===== src/rtl/smbb_pkg.sv =====
package smbb_pkg;
    typedef enum logic [1:0] {
        SEL_CTRL = 2'd0,
        SEL_LEN  = 2'd1,
        SEL_BLK  = 2'd2,
        SEL_MODE = 2'd3
    } smbb_sel_e;

    localparam int MODE_BUF_BIT = 0;
endpackage


===== src/rtl/smbb_ptr.sv =====
module smbb_ptr #(
    parameter int DEPTH = 32,
    localparam int IDX_W = $clog2(DEPTH)
) (
    input  logic             clk,
    input  logic             rst_n,
    input  logic             clr,
    input  logic             step,
    output logic [IDX_W-1:0] ptr
);
    localparam logic [IDX_W-1:0] LAST = IDX_W'(DEPTH - 1);

    typedef struct packed {
        logic [IDX_W-1:0] ptr;
    } ptr_st_t;

    ptr_st_t st_d, st_q;

    always_comb begin
        st_d = st_q;
        if (clr) begin
            st_d.ptr = '0;
        end else if (step && (st_q.ptr != LAST)) begin
            st_d.ptr = st_q.ptr + 1'b1;
        end
    end

    always_ff @(posedge clk or negedge rst_n) begin
        if (!rst_n) st_q <= '0;
        else        st_q <= st_d;
    end

    assign ptr = st_q.ptr;
endmodule


===== src/rtl/smbb_store.sv =====
module smbb_store #(
    parameter int DEPTH  = 32,
    parameter int DATA_W = 8,
    localparam int IDX_W = $clog2(DEPTH)
) (
    input  logic              clk,
    input  logic              rst_n,
    input  logic              wr_en,
    input  logic [IDX_W-1:0]  wr_idx,
    input  logic [DATA_W-1:0] wr_data,
    input  logic [IDX_W-1:0]  rd_idx_a,
    output logic [DATA_W-1:0] rd_data_a,
    input  logic [IDX_W-1:0]  rd_idx_b,
    output logic [DATA_W-1:0] rd_data_b
);
    typedef struct packed {
        logic [DEPTH-1:0][DATA_W-1:0] mem;
    } store_st_t;

    store_st_t st_d, st_q;
    logic [DEPTH-1:0] hit;

    for (genvar s = 0; s < DEPTH; s++) begin : g_slot
        assign hit[s] = wr_en && (wr_idx == IDX_W'(s));
    end

    always_comb begin
        st_d = st_q;
        for (int s = 0; s < DEPTH; s++) begin
            if (hit[s]) st_d.mem[s] = wr_data;
        end
    end

    always_ff @(posedge clk or negedge rst_n) begin
        if (!rst_n) st_q <= '0;
        else        st_q <= st_d;
    end

    assign rd_data_a = st_q.mem[rd_idx_a];
    assign rd_data_b = st_q.mem[rd_idx_b];
endmodule


===== src/rtl/smbb_regs.sv =====
module smbb_regs
    import smbb_pkg::*;
#(
    parameter int DATA_W = 8
) (
    input  logic              clk,
    input  logic              rst_n,
    input  logic              host_wr,
    input  smbb_sel_e         sel,
    input  logic [DATA_W-1:0] wdata,
    input  logic              eng_len_wr,
    input  logic [DATA_W-1:0] eng_len,
    input  logic [DATA_W-1:0] blk_rdata,
    output logic [DATA_W-1:0] rdata,
    output logic [DATA_W-1:0] len,
    output logic              buf_en
);
    typedef struct packed {
        logic [DATA_W-1:0] ctrl;
        logic [DATA_W-1:0] len;
        logic              buf_en;
    } regs_st_t;

    regs_st_t st_d, st_q;

    always_comb begin
        st_d = st_q;
        if (host_wr) begin
            case (sel)
                SEL_CTRL: st_d.ctrl   = wdata;
                SEL_LEN:  st_d.len    = wdata;
                SEL_MODE: st_d.buf_en = wdata[MODE_BUF_BIT];
                default:  ;
            endcase
        end
        if (eng_len_wr) st_d.len = eng_len;
    end

    always_ff @(posedge clk or negedge rst_n) begin
        if (!rst_n) st_q <= '0;
        else        st_q <= st_d;
    end

    always_comb begin
        case (sel)
            SEL_CTRL: rdata = st_q.ctrl;
            SEL_LEN:  rdata = st_q.len;
            SEL_BLK:  rdata = blk_rdata;
            default:  rdata = {{(DATA_W-1){1'b0}}, st_q.buf_en};
        endcase
    end

    assign len    = st_q.len;
    assign buf_en = st_q.buf_en;
endmodule


===== src/rtl/smbus_blkbuf.sv =====
module smbus_blkbuf
    import smbb_pkg::*;
#(
    parameter int DEPTH  = 32,
    parameter int DATA_W = 8,
    localparam int IDX_W = $clog2(DEPTH)
) (
    input  logic              clk,
    input  logic              rst_n,
    input  logic [1:0]        host_sel,
    input  logic              host_wr,
    input  logic              host_rd,
    input  logic [DATA_W-1:0] host_wdata,
    output logic [DATA_W-1:0] host_rdata,
    input  logic              xfer_i2c,
    output logic              buf_active,
    output logic              len_ok,
    input  logic              eng_start,
    input  logic              eng_wr,
    input  logic [DATA_W-1:0] eng_wdata,
    input  logic              eng_len_wr,
    input  logic [DATA_W-1:0] eng_len,
    input  logic [IDX_W-1:0]  eng_raddr,
    output logic [DATA_W-1:0] eng_rdata
);
    smbb_sel_e         sel;
    logic              buf_en;
    logic              ctrl_rd;
    logic              blk_acc;
    logic              blk_wr;
    logic [IDX_W-1:0]  host_idx;
    logic [IDX_W-1:0]  fill_ptr;
    logic [IDX_W-1:0]  host_slot;
    logic [IDX_W-1:0]  eng_slot;
    logic              st_wr_en;
    logic [IDX_W-1:0]  st_wr_idx;
    logic [DATA_W-1:0] st_wr_data;
    logic [DATA_W-1:0] blk_rdata;
    logic [DATA_W-1:0] len_q;

    assign sel        = smbb_sel_e'(host_sel);
    assign buf_active = buf_en && !xfer_i2c;
    assign ctrl_rd    = host_rd && (sel == SEL_CTRL);
    assign blk_acc    = (host_rd || host_wr) && (sel == SEL_BLK);
    assign blk_wr     = host_wr && (sel == SEL_BLK);

    smbb_ptr #(.DEPTH(DEPTH)) u_host_idx (
        .clk   (clk),
        .rst_n (rst_n),
        .clr   (ctrl_rd),
        .step  (blk_acc && buf_active),
        .ptr   (host_idx)
    );

    smbb_ptr #(.DEPTH(DEPTH)) u_fill_ptr (
        .clk   (clk),
        .rst_n (rst_n),
        .clr   (eng_start),
        .step  (eng_wr && buf_active),
        .ptr   (fill_ptr)
    );

    assign host_slot = buf_active ? host_idx : '0;
    assign eng_slot  = buf_active ? fill_ptr : '0;

    always_comb begin
        st_wr_en   = eng_wr || blk_wr;
        st_wr_idx  = host_slot;
        st_wr_data = host_wdata;
        if (eng_wr) begin
            st_wr_idx  = eng_slot;
            st_wr_data = eng_wdata;
        end
    end

    smbb_store #(.DEPTH(DEPTH), .DATA_W(DATA_W)) u_store (
        .clk       (clk),
        .rst_n     (rst_n),
        .wr_en     (st_wr_en),
        .wr_idx    (st_wr_idx),
        .wr_data   (st_wr_data),
        .rd_idx_a  (host_slot),
        .rd_data_a (blk_rdata),
        .rd_idx_b  (eng_raddr),
        .rd_data_b (eng_rdata)
    );

    smbb_regs #(.DATA_W(DATA_W)) u_regs (
        .clk        (clk),
        .rst_n      (rst_n),
        .host_wr    (host_wr),
        .sel        (sel),
        .wdata      (host_wdata),
        .eng_len_wr (eng_len_wr),
        .eng_len    (eng_len),
        .blk_rdata  (blk_rdata),
        .rdata      (host_rdata),
        .len        (len_q),
        .buf_en     (buf_en)
    );

    assign len_ok = (len_q != '0) && (len_q <= DATA_W'(DEPTH));
endmodule


===== config.mk =====
export PLATFORM = sky130hd
export DESIGN_NAME = smbus_blkbuf
export DESIGN_NICKNAME = d
export VERILOG_FILES = /design/src/rtl/smbb_pkg.sv /design/src/rtl/smbb_ptr.sv /design/src/rtl/smbb_store.sv /design/src/rtl/smbb_regs.sv /design/src/rtl/smbus_blkbuf.sv
export SDC_FILE = /design/constraint.sdc
export NUM_CORES = 1
export LEC_CHECK = 0
export ABC_CLOCK_PERIOD_IN_PS = 4500
export BUFFER_PORTS_ARGS = -buffer_cell sky130_fd_sc_hd__buf_4
export CAP_MARGIN = 20
export CORE_UTILIZATION = 60
export CTS_CLUSTER_SIZE = 20
export DETAILED_ROUTE_END_ITERATION = 16
export GPL_TIMING_DRIVEN = 0
export HOLD_SLACK_MARGIN = 0.15
export PLACE_DENSITY_LB_ADDON = 0.08
export SLEW_MARGIN = 0
export SYNTH_ARGS = -nofsm -noshare
export SYNTH_HDL_FRONTEND = slang
export SYNTH_SLANG_ARGS = --single-unit

===== constraint.sdc =====
create_clock -name clk -period 4.5 [get_ports clk]
set_input_delay 0.45 -clock clk [delete_from_list [all_inputs] [get_ports clk]]
set_output_delay 0.45 -clock clk [all_outputs]
set_load 0.01 [all_outputs]

* Word level (Yosys, flattened, before mapping)
Index checks and enable logic that the tools add are counted.
** Storage, ports and cells
- Logic and storage cells :: 149
- Register bits after elaboration :: 283
- Input port bits :: 39
- Output and inout bits :: 18
** Cells by class
- Equal/unequal tests :: 36
- Add/sub/neg operators :: 2
- Reduce and logical (&&, ||, !) cells :: 54
- Mux-type cells :: 17
- $lt $le $gt $ge :: 3
** Operators by type and width (count)
- binary-select mux 8 bit (select 5 bit) :: 2
- == test 5 bit, second input constant :: 16
- logical AND 1 bit :: 41
- == test 5 x 4 -> 1 bit, second input constant :: 8
- two-way mux 8 bit :: 5
- two-way mux 5 bit :: 7
- case mux 8 bit (3 select lines) :: 1
- == test 5 x 3 -> 1 bit, second input constant :: 4
- less-than comparator 5 x 6 -> 1 bit, second input constant :: 2
- adder 5 x 1 -> 5 bit, second input constant :: 2
- == test 5 x 2 -> 1 bit, second input constant :: 2
- inequality test 5 bit, second input constant :: 2
- two-way mux 9 bit :: 1
- less-or-equal comparator 8 x 6 -> 1 bit, second input constant :: 1
- nonzero test 2 bit :: 4
- nonzero test 8 bit :: 1
- AND reduction 2 bit :: 3
- == test 5 x 1 -> 1 bit, second input constant :: 1
- zero test 5 bit :: 1
- == test 2 bit, second input constant :: 2
- == test 2 x 1 -> 1 bit, second input constant :: 1
- zero test 2 bit :: 1
- logical OR 1 bit :: 2
- zero test 1 bit :: 1
- two-way mux 1 bit :: 1

* Logic depth before layout (Yosys ltp)
- Word-level depth :: 6
- Mapped depth :: 12
- Gate-level depth less buffers :: 7

* Cells and area by module
From an unflattened synthesis, not the netlist that was laid out.
** Unflattened totals
- Cells, all modules :: 985
- Area, all modules :: 15423.5 um2
** By module, submodules not included
- smbb_store :: instances 1, cells each 806, sequential area each 6406.1 um2, area each 13668.1 um2
- smbb_regs :: instances 1, cells each 97, sequential area each 425.4 um2, area each 974.7 um2
- smbb_ptr :: instances 2, cells each 23, sequential area each 125.1 um2, area each 249.0 um2
- smbus_blkbuf :: instances 1, cells each 36, sequential area each 0.0 um2, area each 282.8 um2

* Worst setup path before layout
No wires, ideal clock.
- Path type :: input to output
- Start point :: input eng_raddr[1]
- End point :: output eng_rdata[0]
- Stages :: 6
- Slack :: 1903 ps
- Data arrival time :: 2147 ps
- Buffers on the path :: 3
- Data required time :: 4050 ps
- Cell sequence :: buf_2 > buf_4 > buf_2 > mux4_2 > mux4_2 > mux2_2
** Between the ends
- Cells in the longest elaborated chain, start to end :: 2
** RTL lines
- start, declared :: line smbus_blkbuf.sv:23 : input logic [IDX_W-1:0] eng_raddr,
- binary-select mux 8 bit (select 5 bit) :: line smbb_store.sv:40 : assign rd_data_b = st_q.mem[rd_idx_b];
- two-way mux 8 bit (not written as such) :: line smbb_store.sv:40
- end, declared :: line smbus_blkbuf.sv:24 : output logic [DATA_W-1:0] eng_rdata
No other way between the ends. The select of a mux whose other input is x is not followed.

* Worst setup path in the final report
- Start point :: register u_host_idx.st_q, in the netlist u_host_idx.ptr[2]
- End point :: output host_rdata[3]
** Between the ends
- Cells in the longest elaborated chain, start to end :: 4
** RTL lines
- start, declared :: line smbb_ptr.sv:17 : ptr_st_t st_d, st_q;
- start signal, assigned :: line smbb_ptr.sv:30 : else st_q <= st_d;
- two-way mux 5 bit :: line smbus_blkbuf.sv:63 : assign host_slot = buf_active ? host_idx : '0;
- binary-select mux 8 bit (select 5 bit) :: line smbb_store.sv:39 : assign rd_data_a = st_q.mem[rd_idx_a];
- two-way mux 8 bit (not written as such) :: line smbb_store.sv:39
- case mux 8 bit (3 select lines) :: line smbb_regs.sv:45 : case (sel)
- end, declared :: line smbus_blkbuf.sv:14 : output logic [DATA_W-1:0] host_rdata,
No other way between the ends. The select of a mux whose other input is x is not followed.

==> metrics.txt <==
Die Footprint 27000 um^2; Peak VDD IR roughly 370 uV; register area share after synthesis 0.448; nets ~1600; Die Ht 164 um; initial antenna violation count 2; fmax 211 MHz; synth top area cells dfrtp_1 (45%), mux4_2 (13%), a21oi_1 (7.1%); Setup CP Type reg2out; WL per Instance roughly 32 um; PwrDens roughly 380 nW/um^2; DP Wirelength roughly 43 mm; Slew @ Worst Pin 1.14 ns; Initial Util 0.609; WL final 60.5 mm; Syn Inst Count between 1000 and 1500; Remaining Overflow, GRT 0; final setup fails 6; RSZ-0062 raised after global routing false; Synth top area share 0.448; Ys Warns 0; cell with the most instances after synthesis dfrtp_1; buffers and inverters on the worst path 4; Post-synth EDFFs 0; status complete, but fails checks; vias in the first global route roughly 13000; Worst EP arrival between 4 and 5 ns; hold crit path type in2reg; Worst Path Max Fanout 10; clock-pin slew on the worst setup and hold paths approximately 0.060 ns; clock latency on the worst-skew pair about 0.53 ns; Synth Register Bits between 200 and 300; critical-path cell list clkbuf_1 > clkbuf_1 > clkbuf_1 > o221ai_1 > a21oi_1 > o221ai_1 > o221ai_1 > buf_4; power consumption 6.84 mW; failing checks negative setup slack; H-tree levels 2; crit start category flop; DR DRC count 0; relative slew slack 0.242; Top FF cell, synth dfrtp_1; DIE WIDTH ~160 um; pin count of the biggest net entering global routing 118; Leak Pwr approximately 7.9 nW; Sink Count about 280; asr flop ratio synth 1.00; via count 13900; dominant cell type by area after synthesis dfrtp_1; mean area per synthesized cell ~11 um^2; diodes inserted 0; R2R Setup Slk about 1.3 ns; Layout Utilization 0.687; fin. max-slew vios 0; DR iter-0 viols roughly 2300; share of layout cells above drive strength 1 0.252; Distinct cells, synth 67; TritonCTS clock tree built; Pre-antenna DRT Iters 7; total CTS buffers 34; WP data required 4.05 ns; Root Buffer clkbuf_16; CP max stage cell clkbuf_1; GRT Total Usage 0.461; Setup Skew approximately 0.016 ns; Mapped Nets ~1500; list of most frequent post-synthesis cells dfrtp_1 (283), nor2_1 (252), a21oi_1 (224), mux4_2 (94), nand2_1 (62); Setup crit end kind output pin; fin crit share 1.05; floorplan row count between 50 and 60; Max stage delay on crit path 0.72 ns; clk buf depth 3; first-pass GRT wire length between 80 and 90 mm; synthesis-to-layout area growth 12.8%; routability congestion estimate 1.11; Tmin final roughly 4.7 ns; I/O Buffers ~50; I/O pin count 57; Antenna Nets Post-Route 0; maxcap violations 0; Synth Cell Area approximately 16000 um^2; Final Hold Viols 0; final worst setup slack -0.241 ns; Filler cells 2010; Core ar. between 20000 and 30000 um^2; CP delay by family, top buffers and inverters; Via density ~7.2
-- final timing paths --
path / startpoint / to / cells past startpoint
worst min register to register: u_regs.st_q[13] / u_regs.st_q[13] / 1
max in group asynchronous: rst_n / u_store.st_q[36] / 3
worst min-delay path: eng_len[3] / u_regs.len[3] / 3
worst max-delay path: u_host_idx.ptr[2] / host_rdata[3] / 8
worst max register to register: u_host_idx.ptr[2] / u_host_idx.ptr[3] / 9
min in group asynchronous: rst_n / u_store.st_q[158] / 2
-- cell usage in the layout (no fill, tap or decap), types with 4 or more instances in the layout --
cell | synthesis | layout
mux4_2 | 94 | 94
and2_2 | 4 | 4
a21oi_2 | 18 | 18
nor3_1 | 7 | 7
o21ai_0 | 36 | 36
xor2_1 | 5 | 5
nor2_1 | 252 | 252
o21bai_1 | 4 | 4
inv_1 | 6 | 6
nand2_4 | 10 | 10
a21oi_1 | 224 | 224
dlygate4sd3_1 | 0 | 5
nand2_1 | 62 | 62
clkbuf_8 | 0 | 5
or3_1 | 6 | 6
a211o_1 | 4 | 4
o22ai_1 | 30 | 30
buf_4 | 9 | 60
a31oi_1 | 10 | 10
buf_2 | 51 | 51
a211oi_1 | 5 | 5
o21ai_1 | 30 | 30
buf_6 | 18 | 18
nor3b_1 | 4 | 4
o221ai_1 | 21 | 21
mux2_2 | 40 | 40
clkbuf_1 | 44 | 52
a221oi_1 | 4 | 4
buf_1 | 5 | 5
dfrtp_1 | 283 | 283
nand3_1 | 9 | 9
o21ai_2 | 7 | 7
mux2i_1 | 60 | 60
nor3_4 | 27 | 27
clkbuf_16 | 0 | 37
nand2b_1 | 17 | 17
ha_1 | 4 | 4
clkinv_2 | 0 | 4
-- power by group --
group / total (mW) / internal, mW / switching [mW]
Sequential: 2.74 / 2.65 / 0.0895
Combinational: 1.33 / 0.447 / 0.886
Clock: 2.77 / 1.64 / 1.13
-- worst reg2reg max path: stages, from the launching register on --
cell and delay [ns]:
dfrtp_1 0.36, clkbuf_1 0.26, clkbuf_1 0.42, buf_1 0.47, and3_1 0.33, ha_1 0.18
nor4_2 0.58, nand4_1 0.18, xor2_1 0.18, nor2_1 0.12
-- cells by family (layout without fill, tap and decap cells) --
group | Yosys count | count (layout) | share of synthesized area
and+or+nand+nor | 423 | 423 | 0.140
AOI/OAI and AO/OA | 416 | 416 | 0.155
DFF | 283 | 283 | 0.448
muxes | 195 | 195 | 0.201
buffers and inverters | 138 | 256 | 0.0488
xor gates and xnor gates | 7 | 7 | 0.00388
adders and majority gates | 4 | 4 | 0.00317
-- metrics by stage --
stage | hold slack (ns) | std cells | setup WS (ns) | instance area (um^2) | setup TNS [ns]
floorplan | 0.154 | 1466 | 1.90 | 15800 | 0
global placement | 0.481 | 1850 | 0.531 | 16600 | 0
detailed placement | 0.493 | 1852 | 0.600 | 16700 | 0
CTS | 0.151 | 1916 | 0.0585 | 17800 | 0
global route | 0.169 | 1919 | 0.00110 | 17800 | 0
finish | 0.138 | 1919 | -0.241 | 17800 | -0.448
-- metal layers --
| layer | GRT usage | vias to the layer above | share of wire |
|---|---|---|---|
| met5 | 0 | - | 0.00017 |
| met4 | 0.309 | 2 | 0.082 |
| met1 | 0.573 | 6762 | 0.35 |
| li1 | - | 5569 | - |
| met2 | 0.654 | 1175 | 0.42 |
| met3 | 0.193 | 346 | 0.15 |
-- layout make-up --
class                           count  area, um^2  share of cell area
Clock inverter                      9        83.8             0.00470
Tap cell                          335         419              0.0235
Inverter                            8        32.5             0.00182
Timing Repair Buffer               59         503              0.0282
Clock buffer                       50        1020              0.0574
Multi-Input combinational cell   1045        7960               0.446
Sequential cell                   283        7080               0.397
Buffer                            130         739              0.0414
-- sequential cells by signal, indices dropped and copies added (netlist names) --
signal	flops
u_host_idx.ptr	5
u_regs.st_q	8
u_regs.len	8
u_regs.buf_en	1
u_store.st_q	256
u_fill_ptr.ptr	5
-- timing repair --
action,4_1_cts,5_1_grt
hold endpoints to repair,90,0
hold buffers,5,0
resized for setup,0,1
endpoints found under the setup margin,0,1
buffers inserted,0,0
(Power assumes the default switching activity.)
